--- src/rtl/tcs_pkg.sv ---
package tcs_pkg;
  localparam int QW      = 32;
  localparam int BW      = 8;
  localparam int PW      = BW - 1;
  localparam int NB      = QW / BW;
  localparam int NQ_DATA = 3;
  localparam int NQ      = NQ_DATA + 1;
  localparam int HALF_W  = PW;
  localparam int PHASE_W = 2 * HALF_W;
  localparam logic [QW-1:0] TAIL_WORD = 32'h8000_8000;

  typedef logic [PW-1:0] pay_t;

  typedef struct packed {
    pay_t hh;
    pay_t mm;
    pay_t ss;
    pay_t ff;
  } tc_t;

  typedef struct packed {
    logic [1:0] rate;
    logic       drop;
    logic       pal;
    logic       ntsc;
    logic       wclk_ok;
    logic       ltc_ok;
    logic       lock;
  } flags_t;

  // Attach the marker bit above a 7-bit payload.
  function automatic logic [BW-1:0] mark_byte(pay_t p);
    return {1'b1, p};
  endfunction

  // A BCD field is out of range if its units digit exceeds 9 or its tens digit exceeds tens_max.
  function automatic logic bcd_bad(pay_t v, logic [2:0] tens_max);
    return (v[3:0] > 4'd9) || (v[6:4] > tens_max);
  endfunction

  // Rebuild the phase from its two 7-bit halves.
  function automatic logic [PHASE_W-1:0] join_phase(pay_t hi, pay_t lo);
    return PHASE_W'(lo) + (PHASE_W'(hi) << HALF_W);
  endfunction

  // The last word must carry bits 31 and 15 set and bits 14:0 clear.
  function automatic logic tail_ok(logic [QW-1:0] w);
    return w[QW-1] && w[QW/2-1] && (w[QW/2-2:0] == '0);
  endfunction
endpackage

--- src/rtl/tcs_encoder.sv ---
module tcs_encoder
  import tcs_pkg::*;
(
  input  logic                   clk,
  input  logic                   rst_n,
  input  logic                   load_i,
  input  tc_t                    tc_i,
  input  flags_t                 fl_i,
  input  logic [PHASE_W-1:0]     phase_i,
  output logic                   vld_o,
  output logic [NQ-1:0][QW-1:0]  q_o
);
  logic [NQ_DATA-1:0][NB-1:0][PW-1:0] pay;
  logic [NQ-1:0][QW-1:0]              q_nxt;

  // Payload of every byte, reserved positions zero.
  always_comb begin
    pay[0]    = tc_i;
    pay[1][3] = '0;
    pay[1][2] = '0;
    pay[1][1] = {3'b000, fl_i.rate, fl_i.drop, 1'b0};
    pay[1][0] = {fl_i.pal, fl_i.ntsc, fl_i.wclk_ok, fl_i.ltc_ok, 2'b00, fl_i.lock};
    pay[2][3] = '0;
    pay[2][2] = '0;
    pay[2][1] = phase_i[PHASE_W-1:HALF_W];
    pay[2][0] = phase_i[HALF_W-1:0];
  end

  always_comb begin
    for (int qi = 0; qi < NQ_DATA; qi++) begin
      for (int bi = 0; bi < NB; bi++) begin
        q_nxt[qi][bi*BW +: BW] = mark_byte(pay[qi][bi]);
      end
    end
    q_nxt[NQ-1] = TAIL_WORD;
  end

  always_ff @(posedge clk or negedge rst_n) begin
    if (!rst_n) begin
      vld_o <= 1'b0;
      q_o   <= '0;
    end else begin
      vld_o <= load_i;
      if (load_i) q_o <= q_nxt;
    end
  end

  // result strobe follows the load by one cycle
  p_enc_latency_r1: assert property (@(posedge clk) disable iff (!rst_n)
    load_i |=> vld_o);
  // marker bits present on every delivered data word
  p_enc_markers_r1: assert property (@(posedge clk) disable iff (!rst_n)
    vld_o |-> (((q_o[0] & 32'h8080_8080) == 32'h8080_8080) &&
               ((q_o[1] & 32'h8080_8080) == 32'h8080_8080) &&
               ((q_o[2] & 32'h8080_8080) == 32'h8080_8080)));
  // reserved bits of word 1 stay clear
  p_enc_rsv_zero_r4: assert property (@(posedge clk) disable iff (!rst_n)
    vld_o |-> ((q_o[1] & 32'h7F7F_7106) == '0));
  // words frozen without a load
  p_enc_hold_r10: assert property (@(posedge clk) disable iff (!rst_n)
    !load_i |=> $stable(q_o));
endmodule

--- src/rtl/tcs_lane_split.sv ---
module tcs_lane_split
  import tcs_pkg::*;
(
  input  logic [NQ-1:0][QW-1:0]              q_i,
  output logic                               present_o,
  output logic [NQ_DATA-1:0][NB-1:0][PW-1:0] pay_o
);
  logic [NQ_DATA*NB-1:0] mk_vec;
  logic                  rsv_unused;

  for (genvar qi = 0; qi < NQ_DATA; qi++) begin : g_word
    for (genvar bi = 0; bi < NB; bi++) begin : g_byte
      assign mk_vec[qi*NB + bi] = q_i[qi][bi*BW + PW];
      assign pay_o[qi][bi]      = q_i[qi][bi*BW +: PW];
    end
  end

  assign present_o  = (&mk_vec) && tail_ok(q_i[NQ-1]);
  assign rsv_unused = ^q_i[NQ-1][QW-2:QW/2];
endmodule

--- src/rtl/tcs_field_dec.sv ---
module tcs_field_dec
  import tcs_pkg::*;
(
  input  logic [NQ_DATA-1:0][NB-1:0][PW-1:0] pay_i,
  output tc_t                                tc_o,
  output flags_t                             fl_o,
  output logic [PHASE_W-1:0]                 phase_o,
  output logic                               bad_o
);
  logic rsv_unused;

  assign tc_o = pay_i[0];

  assign fl_o.rate    = pay_i[1][1][3:2];
  assign fl_o.drop    = pay_i[1][1][1];
  assign fl_o.pal     = pay_i[1][0][6];
  assign fl_o.ntsc    = pay_i[1][0][5];
  assign fl_o.wclk_ok = pay_i[1][0][4];
  assign fl_o.ltc_ok  = pay_i[1][0][3];
  assign fl_o.lock    = pay_i[1][0][0];

  assign phase_o = join_phase(pay_i[2][1], pay_i[2][0]);

  assign bad_o = bcd_bad(tc_o.hh, 3'd2) || bcd_bad(tc_o.mm, 3'd5) ||
                 bcd_bad(tc_o.ss, 3'd5) || bcd_bad(tc_o.ff, 3'd7);

  assign rsv_unused = ^{pay_i[1][3], pay_i[1][2], pay_i[1][1][6:4], pay_i[1][1][0],
                        pay_i[1][0][2:1], pay_i[2][3], pay_i[2][2]};
endmodule

--- src/rtl/tcs_unit.sv ---
module tcs_unit
  import tcs_pkg::*;
(
  input  logic                clk,
  input  logic                rst_n,
  input  logic                enc_load_i,
  input  logic [6:0]          enc_hours_i,
  input  logic [6:0]          enc_minutes_i,
  input  logic [6:0]          enc_seconds_i,
  input  logic [6:0]          enc_frames_i,
  input  logic [1:0]          enc_rate_i,
  input  logic                enc_drop_i,
  input  logic                enc_pal_i,
  input  logic                enc_ntsc_i,
  input  logic                enc_wclk_ok_i,
  input  logic                enc_ltc_ok_i,
  input  logic                enc_lock_i,
  input  logic [13:0]         enc_phase_i,
  output logic                enc_valid_o,
  output logic [31:0]         enc_q0_o,
  output logic [31:0]         enc_q1_o,
  output logic [31:0]         enc_q2_o,
  output logic [31:0]         enc_q3_o,
  input  logic                dec_load_i,
  input  logic [31:0]         dec_q0_i,
  input  logic [31:0]         dec_q1_i,
  input  logic [31:0]         dec_q2_i,
  input  logic [31:0]         dec_q3_i,
  output logic                dec_valid_o,
  output logic                dec_present_o,
  output logic                dec_tc_bad_o,
  output logic [6:0]          dec_hours_o,
  output logic [6:0]          dec_minutes_o,
  output logic [6:0]          dec_seconds_o,
  output logic [6:0]          dec_frames_o,
  output logic [1:0]          dec_rate_o,
  output logic                dec_drop_o,
  output logic                dec_pal_o,
  output logic                dec_ntsc_o,
  output logic                dec_wclk_ok_o,
  output logic                dec_ltc_ok_o,
  output logic                dec_lock_o,
  output logic [13:0]         dec_phase_o
);
  // ---------------- encoder half ----------------
  tc_t                   enc_tc;
  flags_t                enc_fl;
  logic [NQ-1:0][QW-1:0] enc_words;

  assign enc_tc = {enc_hours_i, enc_minutes_i, enc_seconds_i, enc_frames_i};
  assign enc_fl = {enc_rate_i, enc_drop_i, enc_pal_i, enc_ntsc_i,
                   enc_wclk_ok_i, enc_ltc_ok_i, enc_lock_i};

  tcs_encoder u_enc (
    .clk     (clk),
    .rst_n   (rst_n),
    .load_i  (enc_load_i),
    .tc_i    (enc_tc),
    .fl_i    (enc_fl),
    .phase_i (enc_phase_i),
    .vld_o   (enc_valid_o),
    .q_o     (enc_words)
  );

  assign enc_q0_o = enc_words[0];
  assign enc_q1_o = enc_words[1];
  assign enc_q2_o = enc_words[2];
  assign enc_q3_o = enc_words[3];

  // ---------------- checker half ----------------
  logic [NQ-1:0][QW-1:0]              rx_words;
  logic [NQ_DATA-1:0][NB-1:0][PW-1:0] rx_pay;
  logic                               rx_present;
  tc_t                                rx_tc;
  flags_t                             rx_fl;
  logic [PHASE_W-1:0]                 rx_phase;
  logic                               rx_bad;

  assign rx_words = {dec_q3_i, dec_q2_i, dec_q1_i, dec_q0_i};

  tcs_lane_split u_split (
    .q_i       (rx_words),
    .present_o (rx_present),
    .pay_o     (rx_pay)
  );

  tcs_field_dec u_fields (
    .pay_i   (rx_pay),
    .tc_o    (rx_tc),
    .fl_o    (rx_fl),
    .phase_o (rx_phase),
    .bad_o   (rx_bad)
  );

  always_ff @(posedge clk or negedge rst_n) begin
    if (!rst_n) begin
      dec_valid_o   <= 1'b0;
      dec_present_o <= 1'b0;
      dec_tc_bad_o  <= 1'b0;
      dec_hours_o   <= '0;
      dec_minutes_o <= '0;
      dec_seconds_o <= '0;
      dec_frames_o  <= '0;
      dec_rate_o    <= '0;
      dec_drop_o    <= 1'b0;
      dec_pal_o     <= 1'b0;
      dec_ntsc_o    <= 1'b0;
      dec_wclk_ok_o <= 1'b0;
      dec_ltc_ok_o  <= 1'b0;
      dec_lock_o    <= 1'b0;
      dec_phase_o   <= '0;
    end else begin
      dec_valid_o <= dec_load_i;
      if (dec_load_i) begin
        dec_present_o <= rx_present;
        dec_tc_bad_o  <= rx_bad;
        dec_hours_o   <= rx_tc.hh;
        dec_minutes_o <= rx_tc.mm;
        dec_seconds_o <= rx_tc.ss;
        dec_frames_o  <= rx_tc.ff;
        dec_rate_o    <= rx_fl.rate;
        dec_drop_o    <= rx_fl.drop;
        dec_pal_o     <= rx_fl.pal;
        dec_ntsc_o    <= rx_fl.ntsc;
        dec_wclk_ok_o <= rx_fl.wclk_ok;
        dec_ltc_ok_o  <= rx_fl.ltc_ok;
        dec_lock_o    <= rx_fl.lock;
        dec_phase_o   <= rx_phase;
      end
    end
  end

  // checker strobe follows its load by one cycle
  p_dec_latency_r6: assert property (@(posedge clk) disable iff (!rst_n)
    dec_load_i |=> dec_valid_o);
  // a missing top marker in word 3 can never read as present
  p_dec_absent_r6: assert property (@(posedge clk) disable iff (!rst_n)
    (dec_load_i && !dec_q3_i[31]) |=> !dec_present_o);
  // phase equals the two halves side by side
  p_dec_phase_r7: assert property (@(posedge clk) disable iff (!rst_n)
    dec_load_i |=> (dec_phase_o == {$past(dec_q2_i[14:8]), $past(dec_q2_i[6:0])}));
  // frames units above nine is flagged
  p_dec_bad_units_r8: assert property (@(posedge clk) disable iff (!rst_n)
    (dec_load_i && (dec_q0_i[3:0] > 4'd9)) |=> dec_tc_bad_o);
  // checker results frozen without a load
  p_dec_hold_r10: assert property (@(posedge clk) disable iff (!rst_n)
    !dec_load_i |=> ($stable(dec_phase_o) && $stable(dec_present_o) && $stable(dec_hours_o)));
endmodule

--- config.mk ---
export PLATFORM = sky130hd
export DESIGN_NAME = tcs_unit
export DESIGN_NICKNAME = d
export VERILOG_FILES = /design/src/rtl/tcs_pkg.sv /design/src/rtl/tcs_encoder.sv /design/src/rtl/tcs_lane_split.sv /design/src/rtl/tcs_field_dec.sv /design/src/rtl/tcs_unit.sv
export SDC_FILE = /design/constraint.sdc
export NUM_CORES = 1
export LEC_CHECK = 0
export BUFFER_PORTS_ARGS = -buffer_cell sky130_fd_sc_hd__buf_2
export CAP_MARGIN = 5
export CORE_AREA = 5 5 138 140
export CTS_BUF_LIST = sky130_fd_sc_hd__clkbuf_8 sky130_fd_sc_hd__clkbuf_16
export DETAILED_ROUTE_END_ITERATION = 8
export DIE_AREA = 0 0 143 145
export PLACE_DENSITY = 0.68
export SYNTH_ARGS = -nofsm -noshare
export SYNTH_HDL_FRONTEND = slang
export SYNTH_SLANG_ARGS = --single-unit
--- constraint.sdc ---
create_clock -name clk -period 2.6 [get_ports clk]
set_clock_uncertainty 0.05 [all_clocks]
set_input_delay 0.52 -clock clk [delete_from_list [all_inputs] [get_ports clk]]
set_output_delay 0.52 -clock clk [all_outputs]
set_load 0.03 [all_outputs]
# Word level (Yosys, flattened, before mapping)
# Cells that the tools add are included.
[word_totals]
register_bits = 113
out_inout_bits = 182
wordCells = 41
[classes]
addsub = 1
n_lt_le_gt_ge = 8
reduce_logical = 12
[op_table]
columns = ["cell", "n"]
rows = [
  ["$gt 4x4->1 const B", 4],
  ["$logic_not 15->1", 1],
  ["$add 7x14->14", 1],
  ["$reduce_and 12->1", 1],
  ["$gt 3x3->1 const B", 3],
  ["$logic_or 1x1->1", 7],
  ["$gt 3x2->1 const B", 1],
  ["$logic_and 1x1->1", 3],
]

# Logic depth before layout (Yosys ltp)
[depth]
depth_word = 5
depth_mapped = 4
ltp_nobuf = 3

# Modules after synthesis
# Synthesis repeated with hierarchy kept, for this count alone.
[unflattened]
cells_unflattened = 452
area_unflattened_um2 = 6087.1
[modules_own_cells]
columns = ["mod", "n_inst", "cells_each", "area_each_um2"]
rows = [
  ["tcs_encoder", 1, 187, 2747.6],
  ["tcs_unit", 1, 111, 2210.9],
  ["tcs_lane_split", 1, 96, 706.9],
  ["tcs_field_dec", 1, 58, 421.7],
]

# Worst setup path before layout
# No wires, ideal clock.
[synth_timing]
path_kind = "flip-flop to output port"
start = "register, netlist name u_enc.q_o[23]"
end = "output enc_q0_o[15]"
arrival_time_ns = 0.933
required_ns = 2.030
path_slack_ns = 1.097
stages_incl_launch_ff = 2
path_buffers = 1
cell_sequence = "dfrtp_1 buf_4"
[synth_rtl]
columns = ["item", "line_no", "text"]
rows = [
  ["end: declaration", "tcs_unit.sv:20", "output logic [31:0] enc_q0_o,"],
]

==> results.json <==
{
  "rrSetupSlack_ps": 1640,
  "rsz0062_at_grt": "false",
  "cts_tree": "built",
  "grt_pass1_wl_um": 17100,
  "via_count": 3168,
  "cts.sinks": 105,
  "cts.clk_slew.worst_paths_ps": 70,
  "finalWirelength_um": 11100,
  "ios": 364,
  "p_leak_nw": 2.99,
  "ys_types": 18,
  "syn-cell-area_sq_mm": 0.00454,
  "hold_path_class": "in -> async",
  "gp_congestion": 0.762,
  "synth_top_area_share_pct": 57.9,
  "grt_start_max_net_pins": 56,
  "syn_inst": 318,
  "max_stage_delay_ps": 520,
  "n_antenna_cell": 0,
  "ys_seq_area_share_pct": 57.9,
  "core_sq_mm": 0.0177,
  "multiInputGateArea_sq_mm": 0.00151,
  "viasPerCell": 4.01,
  "initial_core_util_pct": 25.6,
  "synth_seq_cells": 105,
  "vdd_drop_max_v": 0.000267,
  "layoutNonFillerInstCount": 790,
  "final_nets": 739,
  "numCtsBuffers": 9,
  "port_buffers": 250,
  "min_period_ps": 1690,
  "fmax_mhz": 592,
  "hold_viol": 0,
  "cts_hold_buf": 0,
  "path_buf_inv": 1,
  "dr.pass1.iters": 4,
  "slew_headroom_pct": 60.5,
  "dieArea_sq_mm": 0.0207,
  "setup_viol": 0,
  "postCtsResizedCells": 0,
  "syn_avg_cell_area_sq_um": 14.3,
  "required_ps": 2030,
  "drive_gt1_share_pct": 66.1,
  "wl_per_cell_um": 14.1,
  "run_status": "finished clean",
  "grt_usage_pct": 10.4,
  "path_cells": "buf_2",
  "die_h_um": 145,
  "dr.first_iter.drc_count": 48,
  "drc": 0,
  "criticalPathCategory": "reg -> out",
  "worst_pin_slew_ps": 593,
  "clk_latency_ps": 340,
  "dp.cells": 775,
  "cts_max_level": 3,
  "fillers": 1813,
  "crit_fanout": 15,
  "std_cell_rows": 49,
  "hpwl_um": 8860,
  "ys_top_cells_by_area": "dfrtp_1, mux2_2, buf_4, buf_2, nand4_1",
  "final_max_slew_viol_count": 0,
  "antenna_found_initial": 0,
  "die_w_um": 143,
  "power_density_mw_per_mm2": 691,
  "ff_latch_area_sq_mm": 0.00263,
  "cp_top_family": "flip-flops",
  "antenna_left": 0,
  "yosysWarnings": 0,
  "finalCritPeriodShare_pct": 65.0,
  "cp-end-kind": "primary output",
  "cp_slowest_cell": "dfrtp_1",
  "setup_tns_ps": 0,
  "cp-start-kind": "flip-flop",
  "ctsRootBufferMaster": "clkbuf_16",
  "cts_setup_buffers": 0,
  "syn_to_final_growth_pct": 32.9,
  "synth_top_area_cell": "dfrtp_1",
  "clockBufferDepth": 2,
  "maxCapViolations": 0,
  "overflow": 0,
  "timing.critical_path.arrival_ps": 1120,
  "grt_pass1_vias": 3297
}
## final cells by class
class / count / share of cell area, %
Inverter: 1 / 0.0622
Tap cell: 229 / 4.75
Clock inverter: 5 / 0.767
Sequential cell: 105 / 43.6
Clock buffer: 10 / 3.96
Multi-Input combinational cell: 186 / 25.0
Timing Repair Buffer: 254 / 21.9
## cells in the final DEF (no fill, tap or decap), types with 4 or more instances in the layout
cell type  instances
mux2_2           100
nand4_1            4
o21ai_0            4
clkbuf_16          9
conb_1            64
dfrtp_1          105
buf_2            249
## registers in the layout, summed over array words and instances (netlist names)
register and count:
dec_hours_o 7, dec_phase_o 14, dec_frames_o 7, dec_wclk_ok_o 1, dec_tc_bad_o 1, dec_valid_o 1, dec_present_o 1, u_enc.vld_o 1
dec_drop_o 1, dec_ntsc_o 1, dec_pal_o 1, dec_minutes_o 7, dec_rate_o 2, dec_seconds_o 7, dec_lock_o 1, u_enc.q_o 51
dec_ltc_ok_o 1
## synthesized netlist by cell type, drive strengths merged
| master | number |
|---|---|
| or2 | 1 |
| buf | 88 |
| o32ai | 1 |
| o21ai | 4 |
| clkbuf | 1 |
| o22a | 1 |
| nand2 | 3 |
| a22oi | 1 |
| nor4 | 3 |
| or4 | 1 |
| nand4b | 2 |
| nor2 | 1 |
| conb | 1 |
| dfrtp | 105 |
| nand4 | 4 |
| mux2 | 100 |
| inv | 1 |
## routing by layer
metal  GRT usage, %  part of all wire (%)
met1           10.4                    33
met2           19.0                    52
met3           4.41                    13
met4           3.52                   1.7
met5              0                     0
## final timing paths
check,startpoint,endpoint,depth (start not counted)
min in group clk,enc_drop_i,u_enc.q_o[41],2
min,rst_n,u_enc.q_o[70],1
min reg2reg,u_enc.q_o[28],u_enc.q_o[28],1
max in group asynchronous,rst_n,u_enc.q_o[26],2
max,u_enc.q_o[23],enc_q2_o[31],1
max reg2reg,u_enc.q_o[23],u_enc.q_o[23],1
## per-stage QoR
step	util (%)	setup slack, ps	instance area [sq um]	power, mW	hold slack, ps
floorplan	-	1100	4780	2.61	174
global placement	32.4	844	5750	2.88	434
detailed placement	32.4	815	5750	2.90	440
CTS	34.1	865	6030	4.26	127
global route	34.1	819	6030	4.40	150
finish	34.1	911	6030	4.17	121
## where the power goes
| part | switching (mW) | leakage [nW] | internal [mW] |
|---|---|---|---|
| clock network | 0.628 | 0.142 | 0.690 |
| logic | 0.659 | 1.62 | 0.327 |
| registers | 0.0731 | 1.22 | 1.79 |
| total | 1.36 | 2.99 | 2.81 |
## kinds of logic (layout without fill, tap and decap cells)
logic type	after synthesis	in the layout	synth area share (%)
muxes	100	100	24.8
other	1	64	0.0826
buffers and inverters	90	270	14.1
AOI/OAI and AO/OA	7	7	1.16
and+or+nand+nor	15	15	1.98
DFF	105	105	57.9
No activity file was read; power rests on OpenSTA's default activity.
